### config.mk
export PLATFORM = sky130hd
export DESIGN_NAME = sram_ctrl
export DESIGN_NICKNAME = d
export VERILOG_FILES = /design/src/rtl/sram_ctrl_pkg.sv /design/src/rtl/sram_ctrl_seq.sv /design/src/rtl/sram_ctrl_strobe.sv /design/src/rtl/sram_ctrl.sv
export SDC_FILE = /design/constraint.sdc
export NUM_CORES = 1
export LEC_CHECK = 0
export ABC_AREA = 0
export CAP_MARGIN = 10
export CORE_MARGIN = 2
export CORE_UTILIZATION = 39
export DETAILED_ROUTE_END_ITERATION = 7
export PLACE_DENSITY = 0.72
export SKIP_LAST_GASP = 1
export SYNTH_ARGS = -nofsm -noshare
export SYNTH_HDL_FRONTEND = slang
export SYNTH_SLANG_ARGS = --single-unit
### constraint.sdc
create_clock -name clk_i -period 1.4 [get_ports clk_i]
set_input_delay 0.28 -clock clk_i [delete_from_list [all_inputs] [get_ports clk_i]]
set_output_delay 0.28 -clock clk_i [all_outputs]
set_load 0.05 [all_outputs]
### src/rtl/sram_ctrl_pkg.sv
package sram_ctrl_pkg;
  typedef enum logic [2:0] {
    ST_PWRUP, ST_IDLE, ST_TURN, ST_READ, ST_WRITE
  } state_e;

  // ceiling(ns / clock period), clock period in ps
  function automatic int unsigned ns2cyc(int unsigned ns, int unsigned clk_ps);
    return (ns * 1000 + clk_ps - 1) / clk_ps;
  endfunction

  function automatic int unsigned max2(int unsigned a, int unsigned b);
    return (a > b) ? a : b;
  endfunction
endpackage

### src/rtl/sram_ctrl_seq.sv
module sram_ctrl_seq
  import sram_ctrl_pkg::*;
#(
  parameter int unsigned PWR_LEN  = 4,
  parameter int unsigned RD_LEN   = 4,
  parameter int unsigned WR_LEN   = 4,
  parameter int unsigned TURN_LEN = 1,
  parameter int unsigned CNT_W    = 3
) (
  input  logic             clk_i,
  input  logic             rst_ni,
  input  logic             req_valid_i,
  input  logic             req_we_i,
  output state_e           state_q_o,
  output state_e           state_d_o,
  output logic [CNT_W-1:0] cnt_q_o,
  output logic [CNT_W-1:0] cnt_d_o
);
  state_e           state_q, state_d;
  logic [CNT_W-1:0] cnt_q, cnt_d;
  logic             last_rd_q, last_rd_d;

  always_comb begin
    state_d   = state_q;
    cnt_d     = cnt_q + 1'b1;
    last_rd_d = last_rd_q;
    unique case (state_q)
      ST_PWRUP: if (cnt_q == CNT_W'(PWR_LEN - 1)) begin
        state_d = ST_IDLE;
        cnt_d   = '0;
      end
      ST_IDLE: begin
        cnt_d = '0;
        if (req_valid_i) begin
          if (!req_we_i)      state_d = ST_READ;
          else if (last_rd_q) state_d = ST_TURN;
          else                state_d = ST_WRITE;
        end
      end
      ST_TURN: if (cnt_q == CNT_W'(TURN_LEN - 1)) begin
        state_d = ST_WRITE;
        cnt_d   = '0;
      end
      ST_READ: if (cnt_q == CNT_W'(RD_LEN - 1)) begin
        state_d   = ST_IDLE;
        cnt_d     = '0;
        last_rd_d = 1'b1;
      end
      ST_WRITE: if (cnt_q == CNT_W'(WR_LEN - 1)) begin
        state_d   = ST_IDLE;
        cnt_d     = '0;
        last_rd_d = 1'b0;
      end
      default: begin
        state_d = ST_IDLE;
        cnt_d   = '0;
      end
    endcase
  end

  always_ff @(posedge clk_i or negedge rst_ni) begin
    if (!rst_ni) begin
      state_q   <= ST_PWRUP;
      cnt_q     <= '0;
      last_rd_q <= 1'b0;
    end else begin
      state_q   <= state_d;
      cnt_q     <= cnt_d;
      last_rd_q <= last_rd_d;
    end
  end

  assign state_q_o = state_q;
  assign state_d_o = state_d;
  assign cnt_q_o   = cnt_q;
  assign cnt_d_o   = cnt_d;
endmodule

### src/rtl/sram_ctrl_strobe.sv
module sram_ctrl_strobe
  import sram_ctrl_pkg::*;
#(
  parameter int unsigned WP_LEN = 3,
  parameter int unsigned CNT_W  = 3
) (
  input  logic             clk_i,
  input  logic             rst_ni,
  input  state_e           state_d_i,
  input  logic [CNT_W-1:0] cnt_d_i,
  output logic             cs_n_o,
  output logic             cs_o,
  output logic             we_n_o,
  output logic             oe_n_o,
  output logic             dq_oe_o
);
  logic sel_d, rd_d, wr_d;

  assign sel_d = (state_d_i == ST_READ) || (state_d_i == ST_WRITE);
  assign rd_d  = (state_d_i == ST_READ);
  assign wr_d  = (state_d_i == ST_WRITE);

  // strobes come straight from flops, decoded from next state
  always_ff @(posedge clk_i or negedge rst_ni) begin
    if (!rst_ni) begin
      cs_n_o  <= 1'b1;
      cs_o    <= 1'b0;
      we_n_o  <= 1'b1;
      oe_n_o  <= 1'b1;
      dq_oe_o <= 1'b0;
    end else begin
      cs_n_o  <= !sel_d;
      cs_o    <= sel_d;
      oe_n_o  <= !rd_d;
      we_n_o  <= !(wr_d && (cnt_d_i < CNT_W'(WP_LEN)));
      dq_oe_o <= wr_d && (cnt_d_i <= CNT_W'(WP_LEN));
    end
  end
endmodule

### src/rtl/sram_ctrl.sv
module sram_ctrl
  import sram_ctrl_pkg::*;
#(
  parameter int unsigned ADDR_W    = 17,
  parameter int unsigned DATA_W    = 8,
  parameter int unsigned CLK_PS    = 10000,
  parameter int unsigned T_RC_NS   = 40,
  parameter int unsigned T_WC_NS   = 35,
  parameter int unsigned T_WP_NS   = 30,
  parameter int unsigned T_DS_NS   = 20,
  parameter int unsigned T_REC_NS  = 40,
  parameter int unsigned TURN_CYC  = 1
) (
  input  logic              clk_i,
  input  logic              rst_ni,
  input  logic              req_valid_i,
  output logic              req_ready_o,
  input  logic              req_we_i,
  input  logic [ADDR_W-1:0] req_addr_i,
  input  logic [DATA_W-1:0] req_wdata_i,
  output logic              rsp_valid_o,
  output logic [DATA_W-1:0] rsp_rdata_o,
  output logic [ADDR_W-1:0] mem_addr_o,
  output logic              mem_cs_n_o,
  output logic              mem_cs_o,
  output logic              mem_we_n_o,
  output logic              mem_oe_n_o,
  output logic [DATA_W-1:0] mem_dq_o,
  output logic              mem_dq_oe_o,
  input  logic [DATA_W-1:0] mem_dq_i
);
  localparam int unsigned RD_LEN   = max2(ns2cyc(T_RC_NS, CLK_PS), 1);
  localparam int unsigned WP_LEN   = max2(max2(ns2cyc(T_WP_NS, CLK_PS),
                                               ns2cyc(T_DS_NS, CLK_PS)), 1);
  localparam int unsigned WR_LEN   = max2(ns2cyc(T_WC_NS, CLK_PS), WP_LEN + 1);
  localparam int unsigned PWR_LEN  = max2(ns2cyc(T_REC_NS, CLK_PS), 1);
  localparam int unsigned TURN_LEN = max2(TURN_CYC, 1);
  localparam int unsigned MAX_LEN  = max2(max2(RD_LEN, WR_LEN), max2(PWR_LEN, TURN_LEN));
  localparam int unsigned CNT_W    = $clog2(MAX_LEN + 1);

  state_e           state_q, state_d;
  logic [CNT_W-1:0] cnt_q, cnt_d;
  logic             accept, capture;
  logic [ADDR_W-1:0] addr_q;
  logic [DATA_W-1:0] wdata_q, rdata_q;
  logic              rsp_q;

  sram_ctrl_seq #(
    .PWR_LEN (PWR_LEN),
    .RD_LEN  (RD_LEN),
    .WR_LEN  (WR_LEN),
    .TURN_LEN(TURN_LEN),
    .CNT_W   (CNT_W)
  ) i_seq (
    .clk_i      (clk_i),
    .rst_ni     (rst_ni),
    .req_valid_i(req_valid_i),
    .req_we_i   (req_we_i),
    .state_q_o  (state_q),
    .state_d_o  (state_d),
    .cnt_q_o    (cnt_q),
    .cnt_d_o    (cnt_d)
  );

  sram_ctrl_strobe #(
    .WP_LEN(WP_LEN),
    .CNT_W (CNT_W)
  ) i_strobe (
    .clk_i    (clk_i),
    .rst_ni   (rst_ni),
    .state_d_i(state_d),
    .cnt_d_i  (cnt_d),
    .cs_n_o   (mem_cs_n_o),
    .cs_o     (mem_cs_o),
    .we_n_o   (mem_we_n_o),
    .oe_n_o   (mem_oe_n_o),
    .dq_oe_o  (mem_dq_oe_o)
  );

  assign req_ready_o = (state_q == ST_IDLE);
  assign accept      = req_ready_o && req_valid_i;
  assign capture     = (state_q == ST_READ) && (cnt_q == CNT_W'(RD_LEN - 1));

  // address and data held after the access ends (hold time)
  always_ff @(posedge clk_i or negedge rst_ni) begin
    if (!rst_ni) begin
      addr_q  <= '0;
      wdata_q <= '0;
      rdata_q <= '0;
      rsp_q   <= 1'b0;
    end else begin
      if (accept) begin
        addr_q  <= req_addr_i;
        wdata_q <= req_wdata_i;
      end
      if (capture) rdata_q <= mem_dq_i;
      rsp_q <= capture;
    end
  end

  assign mem_addr_o  = addr_q;
  assign mem_dq_o    = wdata_q;
  assign rsp_valid_o = rsp_q;
  assign rsp_rdata_o = rdata_q;
endmodule

==> reports/metrics.cfg <==
[run_status]
status=finished with violations
violations=negative setup slack

[worst_setup_path]
cp-startpoint=i_seq.state_q_o[2]
crit_type=reg -> out
required_ns=1.12
rr_startpoint=i_seq.state_q_o[2]
reg2regPathDepth=5
cp.arrival_ns=1.34
reg2reg_slack_ns=-0.22
cp_max_fo=2
cp-end-kind=output pin
cp-start-kind=flop

[sta]
drv_slew=0
hold_viol=0
slew_headroom_pct=81.5
period_needed_ns=1.62
rsz0062_at_grt=yes
setup_ws_ns=-0.221
tightest_slew_ns=0.275
max_freq_ghz=0.617
finalCritPeriodShare_pct=116
setup_viol=42
fin_skew_ns=0.00272

[logic_synthesis]
synthesis.nets=171
yosysWarningCount=0
syn-instance-count=130
avgSynthCellArea_um2=15.4
seq_area_frac_synth_pct=57.6
synthesis.area_um2=2010
netlist-cell-type-count=32
synth-seq-cells=46

[final_layout]
n_antenna_cell=0
areaGrowthSynthToFinish_pct=91.0
final_cell_mix=dfrtp_1, buf_12, clkdlybuf4s50_1
instances_no_fill=313
drive_above_1_share_pct=57.6
nets=283

[clock_tree]
cts_buffers=5
cts_tree=done
cts.clk_slew.worst_paths_ns=0.08
clk_path_buf_depth=2
insertion_delay_ns=0.29
clock_sinks=46
root_buffer=clkbuf_8
cts_max_level=2

[die]
rows=26
fp.dieW_um=75.7
core_area_um2=5040
die-area_um2=5730
die_y_um=75.7
start_util_pct=39.8
num_io_pins=77

[route]
initialDrtViolationCount=48
antenna_left=0
dr.pass1.iters=4
wire_per_inst_um=16.6
wl_mm=5.19
vias=1490
route.detailed.drc=0
via_per_inst=4.76

[global_route]
antenna_found_initial=0
overflow=0
grt.total_usage_pct=18.2
grt_pass1_vias=1536
grt_start_max_net_pins=47
grt_pass1_wl_mm=7.59

[pwr]
leakagePower_nw=1.75
internal_power_w=0.00635
ir_drop_mv=1.46
seqPwrFrac_pct=24.5
cellPowerDensity_nw_per_um2=2820
clkPwrFrac_pct=7.7
p_switching_w=0.00444
pwr-share-comb_pct=67.8
power.share.switching_pct=41.2

[placement]
dp_hpwl_mm=3.22
routabilityCongestion=0.821
post-place-ws_ns=-0.480
place_inst=282
port_buffers=76

[min_path]
hold_class=in -> async

[flow_run]
maxCapViolCount=0

==> power by group through the flow <==
stage / sequential [W] / clock, W / combinational (W)
2_1_floorplan: 0.00419 / 0 / 0.00169
3_3_place_gp: 0.00262 / 0 / 0.00624
3_5_place_dp: 0.00265 / 0 / 0.00632
4_1_cts: 0.00263 / 0.000845 / 0.00683
5_1_grt: 0.00272 / 0.000899 / 0.00762
6_report: 0.00264 / 0.000830 / 0.00732
==> stage by stage <==
| stage | hold WS (ns) | TNS (ns) | util [%] | power [W] | area (um^2) |
|---|---|---|---|---|---|
| floorplan | -0.0156 | -1.97 | - | 0.00588 | 2070 |
| global placement | 0.276 | -12.80 | 66.4 | 0.00886 | 3350 |
| detailed placement | 0.283 | -13.67 | 66.4 | 0.00897 | 3350 |
| CTS | 0.496 | -6.14 | 72.1 | 0.0103 | 3640 |
| global route | 0.530 | -8.56 | 76.0 | 0.0112 | 3830 |
| finish | 0.483 | -6.57 | 76.0 | 0.0108 | 3830 |
==> layout make-up <==
class                      instances  area [um^2]
clock buffer                       7         86.3
clock inverter                     1         5.00
fill                             283         1210
inverter                           5         18.8
multi-input combinational         74          953
sequential                        46         1160
tap                               70         87.6
timing repair buffer             110         1520
==> repair_timing <==
item                                   in CTS  in global routing
setup endpoints to repair                  42                 46
endpoints found under the hold margin      43                  0
gates cloned                                2                  2
hold buffers                                1                  0
setup buffers                               7                 11
resized for setup                          19                 17
pin swaps                                   5                  5
==> synthesized netlist by cell type <==
| master | number | area [um^2] |
|---|---|---|
| o21ai_0 | 1 | 5.00 |
| nand3b_1 | 3 | 22.5 |
| dfstp_2 | 3 | 78.8 |
| o31ai_1 | 1 | 7.51 |
| a21oi_1 | 4 | 20.0 |
| buf_6 | 2 | 22.5 |
| nor3_1 | 1 | 5.00 |
| nor2_1 | 4 | 15.0 |
| a22o_1 | 1 | 8.76 |
| dfrtp_1 | 43 | 1080 |
| o31ai_2 | 1 | 12.5 |
| nand2_1 | 2 | 7.51 |
| or3b_1 | 1 | 8.76 |
| inv_1 | 5 | 18.8 |
| and4b_1 | 1 | 10.0 |
| mux2_4 | 20 | 300 |
| o21ai_2 | 1 | 8.76 |
| nor4bb_4 | 1 | 25.0 |
| nand2b_1 | 2 | 12.5 |
| nand3_2 | 1 | 10.0 |
| mux2_2 | 13 | 146 |
| a32o_2 | 1 | 11.3 |
| nand3b_2 | 1 | 11.3 |
| ha_1 | 4 | 50.1 |
| clkbuf_1 | 1 | 3.75 |
| a31oi_1 | 1 | 6.26 |
| nor3b_1 | 1 | 7.51 |
| nand2_2 | 1 | 6.26 |
| and2b_1 | 2 | 15.0 |
| buf_4 | 1 | 7.51 |
| nor2b_1 | 4 | 25.0 |
| buf_12 | 2 | 40.0 |
==> cell families (layout without fill, tap and decap cells) <==
| family | count (synthesis) | after routing | share of synthesized area (%) |
|---|---|---|---|
| muxes | 33 | 33 | 22.3 |
| adders and majority gates | 4 | 4 | 2.50 |
| DFF | 46 | 46 | 57.6 |
| buffers and inverters | 11 | 123 | 4.62 |
| and+or+nand+nor | 25 | 26 | 9.04 |
| AOI/OAI and AO/OA | 11 | 11 | 3.99 |
==> state kept, by name, summed over array words and instances (netlist names), 3 cells and up <==
name and cells:
mem_addr_o 17, i_seq.state_q_o 3, i_seq.cnt_q_o 3, rsp_rdata_o 8
mem_dq_o 8
==> per-layer routing <==
metal	global-route usage (%)	up-vias	part of all wire, %
met5	0	-	0
met4	7.02	0	1.9
met3	5.03	10	4.0
met2	29.8	40	52
met1	23.1	765	42
li1	-	675	-
==> final timing paths <==
kind,endpoint
setup reg to reg,mem_addr_o[2]
min in group clk_i,i_seq.last_rd_q
setup / recovery,req_ready_o
hold / removal,mem_addr_o[12]
max in group asynchronous,i_strobe.oe_n_o
hold reg to reg,i_seq.last_rd_q
==> critical path, stage by stage (launching register included) <==
cell and delay [ns]:
dfrtp_1 0.41, buf_6 0.13, and2b_2 0.21, nor2b_4 0.16, buf_12 0.14
No activity file was read; power rests on OpenSTA's default activity.
